$ cat config.mk
export PLATFORM = sky130hd
export DESIGN_NAME = pg_addr_gen
export DESIGN_NICKNAME = d
export VERILOG_FILES = /design/src/rtl/pgea_pkg.sv /design/src/rtl/pgea_ea_calc.sv /design/src/rtl/pgea_src_sel.sv /design/src/rtl/pgea_mar_reg.sv /design/src/rtl/pg_addr_gen.sv
export SDC_FILE = /design/constraint.sdc
export NUM_CORES = 1
export LEC_CHECK = 0
export BUFFER_PORTS_ARGS = -buffer_cell sky130_fd_sc_hd__buf_2
export CAP_MARGIN = 30
export CORE_UTILIZATION = 43
export CTS_CLUSTER_DIAMETER = 120
export DETAILED_ROUTE_END_ITERATION = 10
export PLACE_DENSITY = 0.86
export SLEW_MARGIN = 20
export SYNTH_ARGS = -nofsm -noshare
export SYNTH_HDL_FRONTEND = slang
export SYNTH_SLANG_ARGS = --single-unit
$ cat constraint.sdc
create_clock -name clk -period 1.95 [get_ports clk]
set_clock_uncertainty 0.05 [all_clocks]
set_input_delay 0.195 -clock clk [delete_from_list [all_inputs] [get_ports clk]]
set_output_delay 0.195 -clock clk [all_outputs]
set_load 0.05 [all_outputs]
$ cat src/rtl/pgea_pkg.sv
package pgea_pkg;
  typedef enum logic [2:0] {
    SRC_HOLD  = 3'd0,
    SRC_INC   = 3'd1,
    SRC_PC    = 3'd2,
    SRC_EA    = 3'd3,
    SRC_PANEL = 3'd4
  } mar_src_e;
endpackage

$ cat src/rtl/pgea_ea_calc.sv
module pgea_ea_calc #(
  parameter int WORD_W = 12,
  parameter int OFF_W  = 7
) (
  input  logic [OFF_W:0]      ir_low,
  input  logic [WORD_W-1:0]   pc,
  output logic [WORD_W-1:0]   ea
);
  localparam int PAGE_W = WORD_W - OFF_W;

  logic cur_page;
  assign cur_page = ir_low[OFF_W];

  // Offset field passes straight through.
  assign ea[OFF_W-1:0] = ir_low[OFF_W-1:0];

  // Each page bit is either zero or the matching PC bit.
  for (genvar i = 0; i < PAGE_W; i++) begin : g_page
    assign ea[OFF_W+i] = cur_page & pc[OFF_W+i];
  end
endmodule

$ cat src/rtl/pgea_src_sel.sv
module pgea_src_sel
  import pgea_pkg::*;
(
  input  logic     ld_panel,
  input  logic     stb_ea,
  input  logic     stb_pc,
  input  logic     stb_inc,
  output mar_src_e src
);
  always_comb begin
    if (ld_panel)     src = SRC_PANEL;
    else if (stb_ea)  src = SRC_EA;
    else if (stb_pc)  src = SRC_PC;
    else if (stb_inc) src = SRC_INC;
    else              src = SRC_HOLD;
  end
endmodule

$ cat src/rtl/pgea_mar_reg.sv
module pgea_mar_reg
  import pgea_pkg::*;
#(
  parameter int WORD_W = 12
) (
  input  logic              clk,
  input  logic              rst,
  input  mar_src_e          src,
  input  logic [WORD_W-1:0] panel_val,
  input  logic [WORD_W-1:0] ea_val,
  input  logic [WORD_W-1:0] pc_val,
  output logic [WORD_W-1:0] q
);
  logic [WORD_W-1:0] d;

  always_comb begin
    unique case (src)
      SRC_PANEL: d = panel_val;
      SRC_EA:    d = ea_val;
      SRC_PC:    d = pc_val;
      SRC_INC:   d = q + WORD_W'(1);
      default:   d = q;
    endcase
  end

  always_ff @(posedge clk) begin
    if (rst) q <= '0;
    else     q <= d;
  end
endmodule

$ cat src/rtl/pg_addr_gen.sv
module pg_addr_gen
  import pgea_pkg::*;
#(
  parameter int WORD_W = 12,
  parameter int OFF_W  = 7
) (
  input  logic              clk,
  input  logic              rst,
  input  logic [WORD_W-1:0] instr_word,
  input  logic [WORD_W-1:0] prog_ctr,
  input  logic [WORD_W-1:0] panel_sw,
  input  logic              ld_panel,
  input  logic              stb_ea,
  input  logic              stb_pc,
  input  logic              stb_inc,
  output logic [WORD_W-1:0] mar
);
  localparam int OP_W = WORD_W - OFF_W - 1;

  logic [WORD_W-1:0] ea_val;
  mar_src_e          src;
  logic [OP_W-1:0]   unused_opcode;

  // Opcode bits play no part in address formation.
  assign unused_opcode = instr_word[WORD_W-1:OFF_W+1];

  pgea_ea_calc #(.WORD_W(WORD_W), .OFF_W(OFF_W)) ea_i (
    .ir_low (instr_word[OFF_W:0]),
    .pc     (prog_ctr),
    .ea     (ea_val)
  );

  pgea_src_sel sel_i (
    .ld_panel (ld_panel),
    .stb_ea   (stb_ea),
    .stb_pc   (stb_pc),
    .stb_inc  (stb_inc),
    .src      (src)
  );

  pgea_mar_reg #(.WORD_W(WORD_W)) reg_i (
    .clk       (clk),
    .rst       (rst),
    .src       (src),
    .panel_val (panel_sw),
    .ea_val    (ea_val),
    .pc_val    (prog_ctr),
    .q         (mar)
  );
endmodule

* After elaboration in Yosys (flattened, before gate mapping) *
Index checks and enable logic that the tools add are counted.

word-level totals
  register bits = 12
  input bits = 42
  logic and storage cells = 17

cells by class
  add/sub/neg operators = 1
  equality and inequality tests = 4
  multiplexer cells = 5
  bitwise gates (word level) = 5
  reduce and logical (&&, ||, !) cells = 1

operators by type and width
  operator               number
  $pmux 12 s4            1
  $add 12x1->12 const B  1
  $mux 3                 3
  $eq 3x2->1 const B     2
  $and 1x1->1            5
  $reduce_bool 4->1      1
  $eq 3x1->1 const B     1
  $eq 3x3->1 const B     1
  $mux 1                 1

* Logic depth before layout (Yosys ltp) *
  depth after elaboration = 6
  depth in mapped cells = 6
  mapped depth without buffers = 5

* By module *
Synthesis repeated with hierarchy kept, for this count alone.

unflattened totals
  cells, all modules = 146
  area, all modules = 1116.1 µm²

modules (own cells, without submodules)
  module        instances  cells an instance  area an instance (µm²)  sequential area each (µm²)
  pgea_mar_reg  1          128                998.5                   240.2
  pgea_ea_calc  1          12                 83.8                    0.0
  pgea_src_sel  1          6                  33.8                    0.0

* Worst setup path after synthesis *
OpenSTA, ideal clock, no wires.

  path type = reg-to-reg
  start = register reg_i.q[0]
  end = register reg_i.q[8]
  library setup time = 0.075 ns
  data arrival time = 1.728 ns
  data required time = 1.825 ns
  path slack = 0.097 ns
  stages on the path, launching flop included = 6
  buffers on the path = 0
  clock period less this slack = 1.853 ns
  path through = dfxtp_1 ha_1 and3_1 nand3_1 o311a_1 o22ai_1

between the ends
  word-level cells in the longest chain between the ends = 2

RTL lines
  item                      line                text
  start: declaration        pgea_mar_reg.sv:12  output logic [WORD_W-1:0] q
  start signal: assignment  pgea_mar_reg.sv:27  if (rst) q <= '0;
  start signal: assignment  pgea_mar_reg.sv:28  else q <= d;
  $add 12x1->12             pgea_mar_reg.sv:21  SRC_INC: d = q + WORD_W'(1);
  $pmux 12 s4               pgea_mar_reg.sv:17  unique case (src)

Every way passes these cells.
A chain may end at the register's enable or synchronous reset.

* Worst setup path in the final report *
  start = register reg_i.q[2]
  end = register reg_i.q[11]

The elaborated chain is that of the path after synthesis.

==> results.md <==
- Share of flip-flops with an asynchronous set or reset: 0%
- X dimension of the die: 49.3 um
- Power density normalized to cell area: 581 nW/um^2
- CTS tree: done
- Via count of the first global-routing pass: about 1200
- Ratio of cells with drive above 1 in the final layout: between 30% and 40%
- Layout overhead on the synthesized area: 32.6%
- Result of the run: complete, no violations
- Routed Antenna Nets: 0
- Hold Fails Final Rpt: 0
- Post-CTS Resized: 0
- Clock Sink Count: 12
- Slew Limit Fails: 0
- Synth Instances: around 130
- Starting utilization of the core area: a little under half
- Antenna violations before repair: 0
- Number of port buffers: just under 50
- Core box area: between 2000 and 2500 sq um
- Worst Path Arrival: around 1.7 ns
- Routability cong.: just under 0.9
- Total nets after synthesis: about 170
- Final critical-path required period: 1.63 ns
- Insertion delay to the later sink of the worst-skew pair: approximately 0.29 ns
- Max-slew headroom: between 50% and 60%
- Global-route usage over all layers: 27.3%
- Antenna diode count: 0
- Max-cap viol count: 0
- Final WS setup: roughly 0.32 ns
- Pre-CTS WS: between 0.2 and 0.3 ns
- Register with the most flip-flops: reg_i.q
- Cells taking the most area after synthesis: sky130_fd_sc_hd__dfxtp_1 25%, sky130_fd_sc_hd__nand2_1 6.6%, sky130_fd_sc_hd__a21oi_1 4.7%, sky130_fd_sc_hd__nor2b_1 3.9%, sky130_fd_sc_hd__o31ai_1 3.9%
- Row cnt: 16
- Worst Path Class, Setup: flip-flop to flip-flop
- Static Leakage: approximately 0.00055 uW
- Remaining global-route overflow: 0
- Period utilisation layout: ~84%
- Peak supply drop: 0.333 mV
- Root Buffer Master: sky130_fd_sc_hd__clkbuf_4
- Setup repair after global routing missed its margin: false
- Largest area contributor in the netlist: sky130_fd_sc_hd__dfxtp_1
- Slew at the pin closest to its max-slew limit: 0.638 ns
- Overall die height: a little under 50 um
- Ports: 54
- First-pass GRT wire length: around 5200 um
- Highest achievable clock rate: 612 MHz
- Vias/cell: slightly above 6
- Post-synthesis cell type count: 45
- Leading cell type in the layout, fill and taps excluded: sky130_fd_sc_hd__buf_2
- Detail-routed net length per standard cell: between 15 and 20 um
- Total number of H-tree levels: 1
- Main flop type after synthesis: sky130_fd_sc_hd__dfxtp_1
- Commonest non-fill, non-tap cells in the layout: 49 x sky130_fd_sc_hd__buf_2, 17 x sky130_fd_sc_hd__nand2_1, 12 x sky130_fd_sc_hd__dfxtp_1, 9 x sky130_fd_sc_hd__a21oi_1, 7 x sky130_fd_sc_hd__nor2_1
- Largest registers ranked by flip-flop count: reg_i.q: 12 flops
- Number of flops mapped to enable cells by yosys: 0
- Area of the mapped netlist: ~960 sq um
- Detailed-placement wirelength estimate: about 2400 um
- Element type at the critical path start: flip-flop
- Post-synthesis average cell area: around 7.4 sq um
- Layout net count: about 230
- Clock input transition at the sequential cells of the worst setup and hold paths: approximately 0.090 ns
- Initial DRC Count: 63
- WP data required: 2.06 ns
- Number of buffers inserted by post-CTS setup repair: 0
- Portion of the post-synthesis area used by sequential elements: between 20% and 30%
- Yosys top cell area share: between 20% and 30%
- Class of the most critical hold timing path: input pin to flip-flop
- Max Buffers Root-to-Sink: 2
- Maximum number of pins on one net before global-route repair: 21
- Largest fanout on the critical path: 8
- Total number of vias: 1272
- Count of yosys warnings during synthesis: 0
- Endpoint type of the worst setup path: flip-flop
- Setup total negative slack: 0 ns
- Clock buffer count from CTS: 3
- DR DRC count: 0
- Overall die area: between 2000 and 2500 sq um
- Setup-failing EPs final: 0
- Post-synthesis register bit count: 12
- DRT Wirelength: around 3200 um
- DR pass1 iterations: 4
- Number of flip-flops in the largest register: 12
- Post-cts hold buffer count: 0
per-layer routing:
layer / vias up / global-route usage, % / routed length [um]
li1: 605 / - / -
met1: 576 / 30.7 / 1210
met2: 86 / 47.9 / 1590
met3: 5 / 4.98 / 320
met4: 0 / 15.2 / 41
met5: - / 0 / 0
cells in the mapped netlist (2+ instances only):
cell	n
sky130_fd_sc_hd__a21oi_1	9
sky130_fd_sc_hd__o22ai_1	3
sky130_fd_sc_hd__a211oi_1	3
sky130_fd_sc_hd__nor2b_1	6
sky130_fd_sc_hd__xnor2_1	3
sky130_fd_sc_hd__a2111oi_0	2
sky130_fd_sc_hd__clkbuf_1	4
sky130_fd_sc_hd__o21ai_0	4
sky130_fd_sc_hd__dfxtp_1	12
sky130_fd_sc_hd__mux2i_1	2
sky130_fd_sc_hd__a31oi_1	2
sky130_fd_sc_hd__and3_1	2
sky130_fd_sc_hd__nor3_1	6
sky130_fd_sc_hd__nand3_1	6
sky130_fd_sc_hd__nand2_1	17
sky130_fd_sc_hd__nor4_1	5
sky130_fd_sc_hd__inv_1	4
sky130_fd_sc_hd__o221ai_1	2
sky130_fd_sc_hd__nor2_1	7
sky130_fd_sc_hd__nor3b_1	3
sky130_fd_sc_hd__o31ai_1	5
path summary, 6_finish.rpt:
kind                                  start           to  slack, ns  cells after the start
worst max-delay path             reg_i.q[2]  reg_i.q[11]       0.32                      4
worst min-delay path            panel_sw[1]   reg_i.q[1]       0.12                      3
worst max register to register   reg_i.q[2]  reg_i.q[11]       0.32                      4
worst min register to register   reg_i.q[8]   reg_i.q[8]       0.50                      2
stage by stage:
stage | std cells | utilization (%) | instance area [sq um] | hold slack (ns) | total power [uW]
floorplan | 131 | - | 963 | 0.290 | 448
detailed placement | 204 | 60.8 | 1240 | 0.410 | 535
global route | 208 | 62.6 | 1280 | 0.117 | 786
CTS | 208 | 62.6 | 1280 | 0.118 | 739
finish | 208 | 62.6 | 1280 | 0.116 | 743
global placement | 204 | 60.8 | 1240 | 0.397 | 527
power by group:
| part | switching (uW) | internal (uW) | total (uW) |
|---|---|---|---|
| registers | 23.8 | 263 | 287 |
| clock network | 95.1 | 114 | 209 |
| logic | 155 | 91.2 | 246 |
| total | 274 | 469 | 743 |
cell type report:
class,instances,area [sq um]
well taps,27,33.8
inverters,4,15.0
clock buffers,4,36.3
fillers,183,764
flip-flops and latches,12,240
repair buffers,53,275
multi-input cells,108,677
kinds of logic (layout without fill, tap and decap cells):
kind of cell | Yosys count | count (layout) | share of synthesized area [%]
xor+xnor | 3 | 3 | 2.73
fa+ha+maj | 1 | 1 | 1.30
mux | 3 | 3 | 3.25
buf+inv | 11 | 61 | 4.80
simple gates | 60 | 60 | 33.1
flops | 12 | 12 | 24.9
compound gates | 41 | 41 | 29.9
worst max-delay path, cell delays in order, from the launching register on:
cell and delay, ns:
sky130_fd_sc_hd__dfxtp_1 0.47, sky130_fd_sc_hd__nand4_1 0.23, sky130_fd_sc_hd__nor4_1 0.38, sky130_fd_sc_hd__mux2i_1 0.24, sky130_fd_sc_hd__o311ai_0 0.14
Note: power is estimated with default switching activity, not from simulation.
